`src/rtl/irq_trap_ctrl.sv`:
```
module irq_trap_ctrl #(
  parameter int NSRC = 8,
  parameter int VW = 8,
  parameter logic [VW-1:0] VBASE = 8'h10,
  parameter logic [VW-1:0] UTRAP_VEC = 8'h46,
  parameter logic [VW-1:0] DTRAP_VEC = 8'h03,
  parameter logic [NSRC-1:0] W1C_MASK = 8'h07,
  parameter logic [NSRC-1:0] LATE_MASK = 8'h18,
  parameter logic [NSRC-1:0] SW_MASK = 8'h80
) (
  input  logic            clk,
  input  logic            rst_n,
  input  logic [NSRC-1:0] irq_i,
  input  logic [NSRC-1:0] clr_i,
  input  logic            trap_usr_i,
  input  logic            trap_dbg_i,
  input  logic            at_point_i,
  input  logic            ret_i,
  input  logic            bus_wr_i,
  input  logic            bus_addr_i,
  input  logic [NSRC-1:0] bus_wdata_i,
  output logic [NSRC-1:0] bus_rdata_o,
  output logic            take_o,
  output logic [VW-1:0]   vec_o,
  output logic            ack_o,
  output logic [3:0]      code_o
);
  localparam int IW = (NSRC > 1) ? $clog2(NSRC) : 1;

  logic [NSRC-1:0] mask_q, stat_q, irq_q, late_q;
  logic            in_svc, trap_act, trap_usr;
  logic [IW-1:0]   cur, win;
  logic [NSRC-1:0] pend, clr, ret_clr, rise;

  assign rise = irq_i & ~irq_q;
  assign pend = stat_q & (mask_q | SW_MASK);
  assign ret_clr = (ret_i && in_svc && !trap_act) ? (NSRC'(1) << cur) : '0;
  assign clr = ((bus_wr_i && bus_addr_i) ? (bus_wdata_i & W1C_MASK) : '0)
             | (clr_i & ~LATE_MASK) | late_q | ret_clr;
  assign bus_rdata_o = bus_addr_i ? stat_q : mask_q;
  assign ack_o = in_svc | (trap_act & trap_usr);
  assign code_o = (trap_act && trap_usr) ? 4'hF : (in_svc ? 4'(cur) + 4'd1 : 4'd0);

  always_comb begin
    win = '0;
    for (int i = NSRC - 1; i >= 0; i--)
      if (pend[i]) win = IW'(i);
  end

  always_ff @(posedge clk) begin
    if (!rst_n) begin
      mask_q <= '0;
      stat_q <= '0;
      irq_q <= '0;
      late_q <= '0;
    end else begin
      irq_q <= irq_i;
      late_q <= clr_i & LATE_MASK;
      stat_q <= (stat_q & ~clr) | rise;
      if (bus_wr_i && !bus_addr_i) mask_q <= bus_wdata_i;
    end
  end

  always_ff @(posedge clk) begin
    if (!rst_n) begin
      in_svc <= 1'b0;
      trap_act <= 1'b0;
      trap_usr <= 1'b0;
      cur <= '0;
      take_o <= 1'b0;
      vec_o <= '0;
    end else begin
      take_o <= 1'b0;
      if (ret_i) begin
        if (trap_act) trap_act <= 1'b0;
        else in_svc <= 1'b0;
      end
      if (!trap_act && (trap_dbg_i || trap_usr_i)) begin
        trap_act <= 1'b1;
        trap_usr <= !trap_dbg_i;
        take_o <= 1'b1;
        vec_o <= trap_dbg_i ? DTRAP_VEC : UTRAP_VEC;
      end else if (at_point_i && !in_svc && !trap_act && |pend) begin
        in_svc <= 1'b1;
        cur <= win;
        take_o <= 1'b1;
        vec_o <= VBASE + VW'({win, 1'b0});
      end
    end
  end
endmodule


```
`config.mk`:
```
export PLATFORM = sky130hd
export DESIGN_NAME = irq_trap_ctrl
export DESIGN_NICKNAME = d
export VERILOG_FILES = /design/src/rtl/irq_trap_ctrl.sv
export SDC_FILE = /design/constraint.sdc
export NUM_CORES = 1
export LEC_CHECK = 0
export BUFFER_PORTS_ARGS = -buffer_cell sky130_fd_sc_hd__buf_4
export CAP_MARGIN = 20
export CORE_MARGIN = 1
export CORE_UTILIZATION = 49
export DETAILED_ROUTE_END_ITERATION = 12
export PLACE_DENSITY_LB_ADDON = 0.08
export SETUP_SLACK_MARGIN = 0.5
export SLEW_MARGIN = 10
export SYNTH_ARGS = -nofsm -noshare
export SYNTH_HDL_FRONTEND = slang
export SYNTH_SLANG_ARGS = --single-unit
```
`constraint.sdc`:
```
create_clock -name clk -period 1.3 [get_ports clk]
set_input_delay 0.26 -clock clk [delete_from_list [all_inputs] [get_ports clk]]
set_output_delay 0.26 -clock clk [all_outputs]
set_load 0.02 [all_outputs]
```
=== Yosys cells after proc, flatten, opt, wreduce, memory -nomap -nowiden ===
Index checks and enable logic that the tools add are counted.

* Logic and storage cells: 68
* Output and inout bits: 22
* Input port bits: 32
* Flip-flop bits (word level): 47

* Shift-type cells: 1
* Add/subtract/negate cells: 2
* Bitwise logic cells: 12
* Muxes and demuxes: 24
* Reductions and logical operators: 18

{| class="wikitable"
|+ Operators with widths
! kind !! count
|-
| $mux W8 || 4
|-
| $mux W3 || 9
|-
| $and A8 B8 Y8 || 3
|-
| $or A8 B8 Y8 || 3
|-
| $not A8 Y8 || 2
|-
| $logic_and A1 B1 Y1 || 9
|-
| $mux W1 || 8
|-
| $mux W4 || 2
|-
| $or A3 B8 Y8 || 1
|-
| $reduce_or A8 Y1 || 1
|-
| $shl A1 B3 Y8 const A || 1
|-
| $mux W7 || 1
|-
| $add A5 B4 Y6 const A || 1
|-
| $add A3 B1 Y4 const B || 1
|-
| $logic_not A1 Y1 || 4
|-
| $reduce_bool A2 Y1 || 2
|-
| $reduce_and A2 Y1 || 1
|-
| $and A1 B1 Y1 || 1
|-
| $logic_or A1 B1 Y1 || 1
|-
| $not A1 Y1 || 1
|-
| $or A1 B1 Y1 || 1
|}

=== Depth between registers and ports, before layout ===
* Depth in word-level cells: 12
* Gate-level depth with buffers: 6
* Mapped depth without buffers: 4

=== Worst setup path before layout ===
OpenSTA, ideal clock, no wires.

* Path type: register to output
* Start: register cur[0]
* End: output code_o[3]
* Required time: 1,040 ps
* Stages on the path, launching flop included: 3
* Path buffers: 0
* Arrival time: 1,274 ps
* Slack: -234 ps
* Cell sequence: dfxtp_1 -> inv_1 -> o41ai_1

* Cells in the longest elaborated chain, start to end: 3

{| class="wikitable"
|+ RTL lines
! item !! RTL line !! source
|-
| start: declaration || 32 || <nowiki>logic [IW-1:0] cur, win;</nowiki>
|-
| start signal: assignment || 85 || <nowiki>cur <= win;</nowiki>
|-
| $add A3 B1 Y4 || 42 || <nowiki>assign code_o = (trap_act && trap_usr) ? 4'hF : (in_svc ? 4'(cur) + 4'd1 : 4'd0);</nowiki>
|-
| $mux W4 (2 in a row) || 42 ||
|-
| end: declaration || 26 || <nowiki>output logic [3:0] code_o</nowiki>
|}

No other way between the ends.

=== Worst setup path in the final report ===
* Start: register cur[1]
* End: output code_o[2]

The elaborated chain is that of the path after synthesis.

==> flow_summary.json <==
{
  "nNetsFinal": 320,
  "startpoint_type": "register",
  "initial_utilization_pct": 50.8,
  "final-setup-viol-count": 25,
  "fin_area_mm2": 0.00306,
  "gpl.final_weighted_congestion": 0.833,
  "place_area_mm2": 0.00245,
  "io_pins": 54,
  "ys.flop_type": "dfxtp_1",
  "multi_input_area_mm2": 0.00122,
  "fin_crit_ns": 1.55,
  "syn_to_final_growth_pct": 64.4,
  "p_int_uw": 2030,
  "yosysSeqAreaShare_pct": 42.0,
  "cp.arrival_ns": 1.29,
  "worstSetupPathType": "reg2out",
  "n_antenna_cell": 0,
  "vias": 1883,
  "cp-end-kind": "primary output",
  "critPathMostFrequentCell": "ha_4",
  "rsz0062_at_grt": "true",
  "critPathMaxStageDelay_ns": 0.37,
  "p_clk_share_pct": 27.5,
  "cpLargestDelayFamily": "adder cells",
  "drt_iter0_markers": 108,
  "finalHoldViolCount": 0,
  "power.leakage_uw": 0.00135,
  "numPortBuffers": 51,
  "period_share_pct": 119,
  "worstPathCellList": "ha_4 > ha_4 > o21ai_4 > buf_6",
  "syn_avg_cell_area_um2": 9.40,
  "p_switching_uw": 810,
  "ys_warn_count": 0,
  "die_y_um": 63.6,
  "violations": "negative setup slack",
  "mappedNetlistArea_mm2": 0.00186,
  "pwr_density_cell_mw_per_mm2": 927,
  "drt-pass1-iter-count": 4,
  "cts_tree": "yes",
  "cpMaxStageDelayCell": "dfxtp_4",
  "clkTransAtPathRegs_ns": 0.08,
  "row_count": 22,
  "place_ws_ns": 0.0326,
  "cp_max_fo": 3,
  "wl_mm": 5.62,
  "tritoncts_num_sinks": 39,
  "regArea_um2": 842,
  "cts-root-buf": "clkbuf_8",
  "p_seq_share_pct": 47.4,
  "maxSlewViolCount": 0,
  "die_w_um": 63.6,
  "wire_per_inst_um": 17.0,
  "core-area_mm2": 0.00366,
  "drc": 0,
  "cts.path.max_buffers": 2,
  "drive_gt1_share_pct": 59.7,
  "hpwl_mm": 3.22,
  "grt_pass1_wl_mm": 7.76,
  "vias_per_cell": 5.69,
  "status": "finished with violations",
  "synthArstFlopShare_pct": 0,
  "p_comb_share_pct": 25.2,
  "critical_path_buf_inv_count": 1,
  "drv_cap": 0,
  "worst_ep_required_time_ns": 1.04,
  "die_area_mm2": 0.00405,
  "fill_cells": 229,
  "insertion_delay_ns": 0.29,
  "vdd_drop_max_mv": 0.854,
  "cts-buffers-inserted": 5,
  "synth-seq-cells": 39,
  "min_path_type": "in2reg",
  "grt_overflow": 0,
  "synthCells": 198,
  "place_inst": 298,
  "fin_ws_ns": -0.245,
  "whs_ns": 0.174,
  "synth_edf_count": 0,
  "clock_skew_ns": 0.00654,
  "grt_use_total_pct": 25.2,
  "yosys.cell_types.count": 46,
  "netSwitchingFraction_pct": 28.6,
  "grt_pass1_vias": 1694,
  "cts-htree-levels": 2,
  "fmax_ghz": 0.647,
  "ant_nets": 0,
  "grt_max_degree": 23,
  "antenna_found_initial": 0,
  "stdcell_count": 331
}
Yosys cell counts, drive strengths merged (3+ instances only):
master / n / area [um2]
a211o: 3 / 26.3
a211oi: 3 / 22.5
a21oi: 7 / 38.8
a221o: 4 / 40.0
a22o: 4 / 35.0
a22oi: 4 / 40.0
and2: 9 / 60.1
buf: 8 / 57.6
dfxtp: 39 / 781
ha: 6 / 75.1
inv: 12 / 45.0
mux2: 8 / 90.1
mux2i: 8 / 80.1
nand2: 19 / 71.3
nand3: 3 / 15.0
nand3b: 3 / 22.5
nand4: 6 / 37.5
nor2: 14 / 55.1
o21a: 3 / 22.5
o21ai: 11 / 55.1
through the flow:
step                power (uW)  TNS, ns  util (%)
CTS                       2760   -0.905      79.3
finish                    2840    -2.29      83.6
global route              2960    -3.37      83.6
floorplan                 1680        0         -
detailed placement        1890        0      67.0
global placement          1880        0      67.0
layout make-up:
| class | count | share of cell area, % |
|---|---|---|
| Multi-Input combinational cell | 138 | 39.9 |
| Timing Repair Buffer | 85 | 25.8 |
| Inverter | 13 | 2.13 |
| Tap cell | 48 | 1.96 |
| Clock inverter | 1 | 0.164 |
| Clock buffer | 7 | 2.49 |
| Sequential cell | 39 | 27.5 |
layer usage:
metal	GRT usage, %	share of wire, %	vias up
li1	-	-	874
met1	29.8	39	890
met2	43.0	50	96
met3	6.70	6.6	23
met4	9.94	4.2	0
met5	0	0	-
worst reg2reg max path: stages, from the launching register on:
cell and delay, ns:
dfxtp_4 0.37, buf_6 0.11, buf_6 0.12, nor3b_4 0.27
and2_4 0.21, nand4_1 0.15, o31ai_2 0.12
sequential cells by signal, indices dropped and copies added, names as in the netlist:
| signal | cells |
|---|---|
| cur | 3 |
| trap_usr | 1 |
| stat_q | 8 |
| trap_act | 1 |
| vec_o | 6 |
| take_o | 1 |
| irq_q | 8 |
| mask_q | 8 |
| late_q | 2 |
| in_svc | 1 |
what timing repair did:
item,in CTS,in global routing
hold endpoints to repair,0,0
gates cloned,0,0
setup endpoints to repair,49,48
gates resized for setup,78,23
setup buffers,16,9
pin swaps,16,15
hold buffers,0,0
kinds of logic (layout without fill, tap and decap cells):
group | Yosys count | after routing | synth area share (%)
simple gates | 65 | 65 | 18.8
compound gates | 49 | 49 | 19.9
other cells | 1 | 2 | 0.202
fa+ha+maj | 6 | 6 | 4.03
mux | 16 | 16 | 9.15
buf+inv | 22 | 106 | 5.92
flops | 39 | 39 | 42.0
path summary, 6_finish.rpt:
check | start | endpoint | slack (ns) | depth (start not counted)
setup / recovery | cur[1] | code_o[2] | -0.25 | 4
hold / removal | irq_i[1] | irq_q[1] | 0.17 | 3
setup reg to reg | in_svc | cur[2] | -0.15 | 6
hold reg to reg | irq_q[5] | stat_q[5] | 0.39 | 1
power groups by stage:
stage / registers (uW) / logic, uW / clock network, uW
after global placement: 1360 / 519 / 0
after detailed placement: 1370 / 522 / 0
final: 1340 / 714 / 779
after CTS: 1330 / 638 / 788
after floorplan: 1360 / 321 / 0
after global routing: 1350 / 755 / 856
layout by cell type, fill, tap and decap left out, types with 3 or more instances in the layout:
cell,n
nand4_1,6
nand2_1,14
nand3b_1,3
nand3_1,3
ha_4,5
a22oi_2,3
nor2_1,11
dfxtp_1,12
dfxtp_2,16
o21ai_1,8
inv_4,3
buf_6,34
nor2_4,3
a221o_1,4
clkbuf_8,5
o21a_1,3
inv_1,8
a21oi_2,5
mux2i_1,8
dfxtp_4,11
buf_4,49
mux2_4,8
and2_1,7
nand2_2,3
a211o_1,3
a22o_1,4
(Power assumes the default switching activity.)
